<file path="config.mk">
export PLATFORM = sky130hd
export DESIGN_NAME = adc_conv_sequencer
export DESIGN_NICKNAME = d
export VERILOG_FILES = /design/src/rtl/adc_seq_pkg.sv /design/src/rtl/seq_edge_det.sv /design/src/rtl/seq_pulse_gen.sv /design/src/rtl/seq_bus_gate.sv /design/src/rtl/seq_power_fsm.sv /design/src/rtl/adc_conv_sequencer.sv
export SDC_FILE = /design/constraint.sdc
export NUM_CORES = 1
export LEC_CHECK = 0
export BUFFER_PORTS_ARGS = -buffer_cell sky130_fd_sc_hd__buf_2
export CORE_MARGIN = 3
export CORE_UTILIZATION = 45
export DETAILED_ROUTE_END_ITERATION = 10
export PLACE_DENSITY = 0.64
export SYNTH_ARGS = -nofsm -noshare
export SYNTH_HDL_FRONTEND = slang
export SYNTH_HIERARCHICAL = 1
export SYNTH_SLANG_ARGS = --single-unit
</file>
<file path="constraint.sdc">
create_clock -name clk -period 2.4 [get_ports clk]
set_input_delay 0.72 -clock clk [delete_from_list [all_inputs] [get_ports clk]]
set_output_delay 0.72 -clock clk [all_outputs]
set_load 0.005 [all_outputs]
</file>
<file path="src/rtl/adc_seq_pkg.sv">
package adc_seq_pkg;

  typedef enum logic [2:0] {
    ST_OFF_PIN  = 3'd0,
    ST_OFF_AUTO = 3'd1,
    ST_WAKE     = 3'd2,
    ST_IDLE     = 3'd3,
    ST_CONV     = 3'd4
  } seq_state_e;

  function automatic int unsigned max3(input int unsigned a, input int unsigned b,
                                       input int unsigned c);
    int unsigned m;
    m = (a > b) ? a : b;
    return (m > c) ? m : c;
  endfunction

endpackage

</file>
<file path="src/rtl/seq_edge_det.sv">
module seq_edge_det #(
  parameter int unsigned    N       = 2,
  parameter logic [N-1:0]   RST_VAL = '1
) (
  input  logic         clk,
  input  logic         rst_n,
  input  logic [N-1:0] din,
  output logic [N-1:0] rise,
  output logic [N-1:0] fall
);

  logic [N-1:0] prev_q;

  for (genvar i = 0; i < N; i++) begin : g_bit
    always_ff @(posedge clk or negedge rst_n) begin
      if (!rst_n) prev_q[i] <= RST_VAL[i];
      else        prev_q[i] <= din[i];
    end
    assign rise[i] = din[i] & ~prev_q[i];
    assign fall[i] = ~din[i] & prev_q[i];
  end

endmodule

</file>
<file path="src/rtl/seq_pulse_gen.sv">
module seq_pulse_gen #(
  parameter int unsigned WIDTH = 4
) (
  input  logic clk,
  input  logic rst_n,
  input  logic trig,
  output logic pulse
);

  localparam int unsigned PW = (WIDTH < 1) ? 1 : WIDTH;
  localparam int unsigned CW = $clog2(PW + 1);

  logic [CW-1:0] left_q, left_d;
  logic          cnt_en;

  always_comb begin
    cnt_en = trig || (left_q != '0);
    if (trig) left_d = CW'(PW);
    else      left_d = left_q - 1'b1;
  end

  always_ff @(posedge clk or negedge rst_n) begin
    if (!rst_n)      left_q <= '0;
    else if (cnt_en) left_q <= left_d;
  end

  assign pulse = (left_q != '0);

  assert_pulse_starts_R3: assert property (@(posedge clk) disable iff (!rst_n)
    trig |=> pulse);

endmodule

</file>
<file path="src/rtl/seq_bus_gate.sv">
module seq_bus_gate (
  input  logic sel_n,
  input  logic rd_n,
  output logic oe
);

  always_comb oe = ~(sel_n | rd_n);

endmodule

</file>
<file path="src/rtl/seq_power_fsm.sv">
module seq_power_fsm
  import adc_seq_pkg::*;
#(
  parameter int unsigned HOLD_CYC     = 24,
  parameter int unsigned CONV_CYC     = 84,
  parameter int unsigned PWUP_EXT_CYC = 200,
  parameter int unsigned PWUP_INT_CYC = 5000
) (
  input  logic clk,
  input  logic rst_n,
  input  logic start_lvl,
  input  logic start_fall,
  input  logic start_rise,
  input  logic pdn_lvl,
  input  logic pdn_rise,
  input  logic pdn_fall,
  input  logic int_ref,
  output logic hold_o,
  output logic busy_o,
  output logic ready_o,
  output logic pwr_en_o,
  output logic conv_done_o,
  output logic err_o
);

  localparam int unsigned CNT_MAX   = max3(CONV_CYC, PWUP_EXT_CYC, PWUP_INT_CYC);
  localparam int unsigned CW        = $clog2(CNT_MAX + 1);
  localparam logic [CW-1:0] CONV_LAST = CW'(CONV_CYC - 1);
  localparam logic [CW-1:0] EXT_LAST  = CW'(PWUP_EXT_CYC - 1);
  localparam logic [CW-1:0] INT_LAST  = CW'(PWUP_INT_CYC - 1);
  localparam logic [CW-1:0] HOLD_LEN  = CW'(HOLD_CYC);

  seq_state_e    state_q, state_d;
  logic [CW-1:0] cnt_q, cnt_d;
  logic          pend_q, pend_d;
  logic          err_q, err_d;
  logic [CW-1:0] wake_last;
  logic          done_c;

  assign wake_last = int_ref ? INT_LAST : EXT_LAST;

  always_comb begin
    state_d = state_q;
    cnt_d   = cnt_q;
    pend_d  = pend_q;
    err_d   = err_q;
    done_c  = 1'b0;
    unique case (state_q)
      ST_OFF_PIN: begin
        if (pdn_rise) begin
          state_d = ST_WAKE;
          cnt_d   = '0;
        end
      end
      ST_OFF_AUTO: begin
        if (pdn_rise || start_rise) begin
          state_d = ST_WAKE;
          cnt_d   = '0;
        end
      end
      ST_WAKE: begin
        if (start_fall) begin
          if (int_ref) err_d  = 1'b1;
          else         pend_d = 1'b1;
        end
        if (cnt_q == wake_last) begin
          state_d = (pend_q || (start_fall && !int_ref)) ? ST_CONV : ST_IDLE;
          cnt_d   = '0;
          pend_d  = 1'b0;
        end else begin
          cnt_d = cnt_q + 1'b1;
        end
      end
      ST_IDLE: begin
        if (start_fall) begin
          state_d = ST_CONV;
          cnt_d   = '0;
        end
      end
      ST_CONV: begin
        if (cnt_q == CONV_LAST) begin
          done_c  = 1'b1;
          state_d = start_lvl ? ST_IDLE : ST_OFF_AUTO;
          cnt_d   = '0;
        end else begin
          cnt_d = cnt_q + 1'b1;
        end
      end
      default: begin
        state_d = ST_OFF_PIN;
        cnt_d   = '0;
      end
    endcase
    if (!pdn_lvl) begin
      state_d = ST_OFF_PIN;
      cnt_d   = '0;
      pend_d  = 1'b0;
      done_c  = 1'b0;
    end
  end

  always_ff @(posedge clk or negedge rst_n) begin
    if (!rst_n) begin
      state_q <= ST_OFF_PIN;
      cnt_q   <= '0;
      pend_q  <= 1'b0;
      err_q   <= 1'b0;
    end else begin
      state_q <= state_d;
      cnt_q   <= cnt_d;
      pend_q  <= pend_d;
      err_q   <= err_d;
    end
  end

  assign busy_o      = (state_q == ST_CONV);
  assign hold_o      = busy_o && (cnt_q < HOLD_LEN);
  assign ready_o     = (state_q == ST_IDLE);
  assign pwr_en_o    = (state_q == ST_WAKE) || ready_o || busy_o;
  assign conv_done_o = done_c;
  assign err_o       = err_q;

  assert_hold_follows_start_R1: assert property (@(posedge clk) disable iff (!rst_n)
    (ready_o && start_fall && pdn_lvl) |=> (hold_o && busy_o));

  assert_mid_conv_ignored_R11: assert property (@(posedge clk) disable iff (!rst_n)
    (busy_o && (cnt_q != CONV_LAST) && pdn_lvl) |=> (busy_o && (cnt_q == CW'($past(cnt_q) + 1'b1))));

  assert_pin_off_R5: assert property (@(posedge clk) disable iff (!rst_n)
    (!pdn_lvl || pdn_fall) |=> !pwr_en_o);

  assert_pend_lands_R9: assert property (@(posedge clk) disable iff (!rst_n)
    ((state_q == ST_WAKE) && pend_q && (cnt_q == wake_last) && pdn_lvl) |=> busy_o);

  assert_err_sticky_R10: assert property (@(posedge clk) disable iff (!rst_n)
    err_o |=> err_o);

endmodule

</file>
<file path="src/rtl/adc_conv_sequencer.sv">
module adc_conv_sequencer #(
  parameter int unsigned DATA_W       = 8,
  parameter int unsigned HOLD_CYC     = 24,
  parameter int unsigned CONV_CYC     = 84,
  parameter int unsigned EOC_CYC      = 4,
  parameter int unsigned PWUP_EXT_CYC = 200,
  parameter int unsigned PWUP_INT_CYC = 5000
) (
  input  logic              clk,
  input  logic              rst_n,
  input  logic              start_n,
  input  logic              pdn_n,
  input  logic              int_ref,
  input  logic              cs_n,
  input  logic              rd_n,
  input  logic [DATA_W-1:0] sample_data,
  output logic              hold_o,
  output logic              busy_o,
  output logic              ready_o,
  output logic              pwr_en_o,
  output logic              eoc_o,
  output logic [DATA_W-1:0] result_o,
  output logic              bus_oe_o,
  output logic              early_start_err_o
);

  localparam int unsigned N_EDGE = 2;
  localparam int unsigned IX_ST  = 0;
  localparam int unsigned IX_PD  = 1;

  logic              rst_meta_q, rst_sync_q;
  logic [N_EDGE-1:0] pin_lvl, pin_rise, pin_fall;
  logic              conv_done;
  logic [DATA_W-1:0] result_q;

  always_ff @(posedge clk or negedge rst_n) begin
    if (!rst_n) begin
      rst_meta_q <= 1'b0;
      rst_sync_q <= 1'b0;
    end else begin
      rst_meta_q <= 1'b1;
      rst_sync_q <= rst_meta_q;
    end
  end

  assign pin_lvl[IX_ST] = start_n;
  assign pin_lvl[IX_PD] = pdn_n;

  seq_edge_det #(
    .N       (N_EDGE),
    .RST_VAL ('1)
  ) edge_i (
    .clk  (clk),
    .rst_n(rst_sync_q),
    .din  (pin_lvl),
    .rise (pin_rise),
    .fall (pin_fall)
  );

  seq_power_fsm #(
    .HOLD_CYC    (HOLD_CYC),
    .CONV_CYC    (CONV_CYC),
    .PWUP_EXT_CYC(PWUP_EXT_CYC),
    .PWUP_INT_CYC(PWUP_INT_CYC)
  ) fsm_i (
    .clk        (clk),
    .rst_n      (rst_sync_q),
    .start_lvl  (start_n),
    .start_fall (pin_fall[IX_ST]),
    .start_rise (pin_rise[IX_ST]),
    .pdn_lvl    (pdn_n),
    .pdn_rise   (pin_rise[IX_PD]),
    .pdn_fall   (pin_fall[IX_PD]),
    .int_ref    (int_ref),
    .hold_o     (hold_o),
    .busy_o     (busy_o),
    .ready_o    (ready_o),
    .pwr_en_o   (pwr_en_o),
    .conv_done_o(conv_done),
    .err_o      (early_start_err_o)
  );

  seq_pulse_gen #(
    .WIDTH(EOC_CYC)
  ) eoc_i (
    .clk  (clk),
    .rst_n(rst_sync_q),
    .trig (conv_done),
    .pulse(eoc_o)
  );

  always_ff @(posedge clk or negedge rst_sync_q) begin
    if (!rst_sync_q)    result_q <= '0;
    else if (conv_done) result_q <= sample_data;
  end

  assign result_o = result_q;

  seq_bus_gate bus_i (
    .sel_n(cs_n),
    .rd_n (rd_n),
    .oe   (bus_oe_o)
  );

  assert_result_on_eoc_R3: assert property (@(posedge clk) disable iff (!rst_sync_q)
    conv_done |=> (eoc_o && (result_o == $past(sample_data))));

endmodule

</file>
==> run metrics, run 1 <==
dpl hpwl=3.01 mm; Int Power=1220 µW; DIE AREA=0.00493 mm²; outcome=completed; num ports=30; cell count after synthesis=185; Vias=1603; syn_area_per_cell=10.0 µm²; ANT nets after route=0; Worst Path Arrival=1.62 ns; Root Buffer=clkbuf_8; sw frac=32.6%; Cell Chain, Critical Path=or3_4 > nor3_4 > nand2_2 > nor3_2 > buf_2; ANT cells=0; Clock Skew=0.00288 ns; hold crit path type=in -> async; Gate power share=31.2%; Clock Path Buffers=2; count of warnings emitted by yosys=6; Hold Buf Count CTS=0; CTS Buf Count=5; chip width=70.2 µm; clk_lat worst skew=0.28 ns; gr usage total=18.6%; total gr overflow=0; gp weighted congestion=0.817; max-slew violations=0; Max stage delay cell, worst path=dfrtp_2; most frequent cells in the layout=30 x dfrtp_1, 29 x buf_2, 26 x nand2_1; # nets final=253; vias per cell=5.64; Final Critical Period=2.34 ns; first-pass GRT wire length=7.31 mm; TritonCTS clock tree=built; final hold violations=0; Initial Util=48.5%; Crit path largest cell delay=0.42 ns; drt pass-1 iters=6; RSZ-0062 raised after global routing=yes; H-Tree Depth=2; most common cell after layout, fill and taps aside=dfrtp_1; crit-path max FO=3; Leak=0.00110 µW; FMAX=428 MHz; WP data required=1.68 ns; Sequential Power Share=38.9%; WL final=4.25 mm; Clock Sinks=33; clock network power share=29.9%; vias in the first global route=1551; clk slew on worst S/H paths=0.07 ns; Hold WS=0.207 ns; Max-Cap Viols=0; WS Path Type=reg -> out; Crit. End Element=primary output; Placeable Area=0.00383 mm²; post-DR wirelength/cell=15.0 µm; largest net degree at the start of global routing=32; Final setup violation count=0; initial DRC count=90; VDD IR max=0.511 mV; Syn Nets=203; Post-Syn Area=0.00186 mm²; pwr dens=775 mW/mm²; die height=70.2 µm; Port Buffers=29; switching power=591 µW; number of remaining DRC errors=0; share of layout cells above drive strength 1=36.4%; total chip power=1810 µW; area grow syn2layout=25.9%; floorplan row count=22; antenna violations before repair=0; critical path startpoint category=flip-flop; fin crit share=97.4%
==> power groups by stage <==
| stage | combinational, µW | sequential [µW] | clock, µW |
|---|---|---|---|
| final | 564 | 704 | 542 |
| after global routing | 643 | 719 | 586 |
| after CTS | 563 | 705 | 557 |
| after detailed placement | 559 | 714 | 0 |
| after global placement | 541 | 708 | 0 |
| after floorplan | 367 | 706 | 0 |
==> final cells by class <==
class                           instances  area, µm²
Clock buffer                            6       82.6
Clock inverter                          2       37.5
Fill cell                             335       1490
Inverter                                7       26.3
Multi-Input combinational cell        139        993
Sequential cell                        33        830
Tap cell                               48       60.1
Timing Repair Buffer                   49        308
==> per-layer routing <==
metal | wire length [µm] | vias up | part of all wire (%) | track usage (%)
met3 | 268 | 8 | 6.3 | 5.90
met5 | 0 | - | 0 | 0
li1 | - | 780 | - | -
met1 | 1860 | 773 | 44 | 23.9
met2 | 2070 | 42 | 49 | 29.2
met4 | 63 | 0 | 1.5 | 6.81
==> worst max-delay path, delay by kind of cell, from the launching register on <==
kind	cells	cell delay [ns]
buf+inv	1	0.13
simple gates	4	0.79
flops	1	0.42
==> registers in the layout, summed over array words and instances (netlist names) <==
signal         cells
fsm_i/cnt_q       13
result_o           8
eoc_i/left_q       3
fsm_i/state_q      3
edge_i/prev_q      2
fsm_i/err_o        1
fsm_i/pend_q       1
rst_meta_q         1
rst_sync_q         1
==> timing repair <==
item                       4_1_cts  5_1_grt
setup buffers                    5        5
resized for setup                3        2
pin swaps                        0        4
setup endpoints to repair        1        1
==> per-stage QoR <==
step	cell area (µm²)	worst slack, ns	setup TNS [ns]	instances	utilization [%]
5_1_grt	2340	-0.0596	-0.0650	284	61.1
3_3_place_gp	2110	0.144	0	266	55.1
3_5_place_dp	2110	0.0499	0	266	55.1
4_1_cts	2280	0.00590	0	279	59.6
2_1_floorplan	1860	0.113	0	185	-
6_report	2340	0.0622	0	284	61.1
==> worst paths after layout <==
path,start,slack (ns),depth (start not counted),end
worst max-delay path,fsm_i/cnt_q[5],0.06,5,hold_o
min in group clk,rst_meta_q,0.35,0,rst_sync_q
max in group asynchronous,rst_sync_q,1.82,1,edge_i/prev_q[0]
worst min-delay path,rst_n,0.21,1,rst_meta_q
worst min register to register,rst_sync_q,0.26,1,eoc_i/left_q[2]
worst max register to register,fsm_i/cnt_q[5],0.12,8,eoc_i/left_q[0]
(Power assumes the default switching activity.)
==> run 2, diff against run 1 <==
--- a/config.mk
+++ b/config.mk
@@ -7,9 +7,10 @@
 export LEC_CHECK = 0
 export BUFFER_PORTS_ARGS = -buffer_cell sky130_fd_sc_hd__buf_2
 export CORE_MARGIN = 3
-export CORE_UTILIZATION = 45
+export CORE_UTILIZATION = 56
 export DETAILED_ROUTE_END_ITERATION = 10
-export PLACE_DENSITY = 0.64
+export MAX_ROUTING_LAYER = met4
+export PLACE_DENSITY = 0.77
 export SYNTH_ARGS = -nofsm -noshare
 export SYNTH_HDL_FRONTEND = slang
 export SYNTH_HIERARCHICAL = 1
==> run metrics, run 2 (synthesis gave the netlist of run 1 again) <==
fin crit share=99.4% (+2.0 points); final cell count without fillers=284 (unchanged); largest net degree at the start of global routing=32 (unchanged); gr usage total=23.4% (+4.8 points); max reg flops=13 (unchanged); most common cell after layout, fill and taps aside=dfrtp_1; number of remaining DRC errors=0 (unchanged); WP data required=1.68 ns (about the same); total gr overflow=0 (unchanged); DIE AREA=0.00404 mm² (-18%); num ports=30 (unchanged); dpl cell area=0.00211 mm² (+0.12%); final hold violations=0 (unchanged); Vias=1689 (+5.4%); fin area=0.00233 mm² (-0.32%); clk_lat worst skew=0.34 ns (+0.06 ns); Final setup violation count=0 (unchanged); Max-Cap Viols=0 (unchanged); most frequent cells in the layout=31 x dfrtp_1, 29 x buf_2, 26 x nand2_1; H-Tree Depth=2 (unchanged); Final Critical Period=2.38 ns (+0.0468 ns); Place WS=0.153 ns (+0.103 ns); Hold Buf Count CTS=0 (unchanged); RSZ-0062 raised after global routing=yes; hold crit path type=in -> async; Worst Path Arrival=1.66 ns (+0.04 ns); area grow syn2layout=25.5%; Root Buffer=clkbuf_4; WS Path Type=reg -> out; post-DR wirelength/cell=15.1 µm (+0.68%); vias in the first global route=1596 (+2.9%); initial DRC count=82 (-8.9%); gp weighted congestion=0.913 (+12%); Finished Core Util=75.1% (+14 points); TritonCTS clock tree=built; Port Buffers=29 (unchanged); ANT cells=0 (unchanged); Clock Skew=0.00839 ns (+0.00551 ns); Initial Util=59.8% (+11 points); chip width=63.6 µm (-9.5%); worst setup margin=0.0154 ns (-0.0468 ns); ANT nets after route=0 (unchanged); share of layout cells above drive strength 1=36.7% (+0.23 points); FMAX=419 MHz (-2.0%); clk slew on worst S/H paths=0.10 ns (+0.03 ns); Filler Cells Inserted=244 (-27%); pwr dens=731 mW/mm² (-5.7%); Largest Register=fsm_i/cnt_q; VDD IR max=0.469 mV (-8.3%); critical path startpoint category=flip-flop; die height=63.6 µm (-9.5%); crit-path max FO=2 (-1); slew margin rel.=57.7%; first-pass GRT wire length=7.14 mm (-2.4%); WL final=4.28 mm (+0.68%); floorplan row count=20 (-9.1%); # nets final=257 (+1.6%); post-placement cell count=263 (-1.1%); max-slew violations=0 (unchanged); Clock Path Buffers=2 (unchanged); setup TNS=0 ns (unchanged); Placeable Area=0.00310 mm² (-19%); outcome=completed; dpl hpwl=3.04 mm (+1.3%); vias per cell=5.95 (+5.4%); drt pass-1 iters=4 (-2); Clock Sinks=33 (unchanged); Leak=0.00111 µW (+0.98%); actual slew at the worst max-slew pin=0.632 ns; CTS Buf Count=5 (unchanged); antenna violations before repair=0 (unchanged); Crit. End Element=primary output
[run 2: what timing repair did]
item	4_1_cts	5_1_grt
endpoints found under the hold margin	0	0
setup endpoints to repair	1	10
pin swaps	3	2
buffers inserted	6	7
gates resized for setup	2	3
[run 2: metal layers]
layer / GRT usage, % / vias up / part of all wire, % / wire [µm]
met5: - / - / 0 / 0
met4: 11.9 / 0 / 2.1 / 89
met3: 6.95 / 11 / 5.8 / 248
met2: 37.3 / 57 / 50 / 2150
met1: 26.7 / 826 / 42 / 1790
li1: - / 795 / - / -
[run 2: final cells by class]
cell class	instances	area [µm²]	share of cell area (%)
Inverter	7	26.3	1.13
Timing Repair Buffer	53	342	14.7
Clock inverter	1	30.0	1.29
Tap cell	44	55.1	2.36
Multi-Input combinational cell	139	993	42.6
Sequential cell	33	828	35.6
Clock buffer	7	55.1	2.36
[run 2: metrics by stage]
step,power [µW],hold slack (ns)
final,1700,0.141
after global routing,1810,0.112
after CTS,1700,0.127
after detailed placement,1260,0.269
after global placement,1230,0.263
after floorplan,1070,0.331
[run 2: path summary, 6_finish.rpt]
| path | slack [ns] | endpoint | cells past startpoint | from |
|---|---|---|---|---|
| max in group asynchronous | 1.81 | edge_i/prev_q[0] | 1 | rst_sync_q |
| min reg2reg | 0.26 | result_o[2] | 1 | rst_sync_q |
| max reg2reg | 0.12 | result_o[4] | 9 | fsm_i/cnt_q[8] |
| min in group clk | 0.36 | rst_sync_q | 0 | rst_meta_q |
| min | 0.14 | rst_sync_q | 1 | rst_n |
| max | 0.02 | hold_o | 5 | fsm_i/cnt_q[8] |
[run 2: critical path, stage by stage, from the launching register on]
cell and delay [ns]:
dfrtp_1 0.40, or3_4 0.41, nor3_4 0.20, nand2_2 0.08, nor3_2 0.11, buf_2 0.14
[run 2: where the power goes]
group,switching (µW),internal [µW]
Clock,185,249
Sequential,71.3,634
Combinational,319,244
Total,575,1130
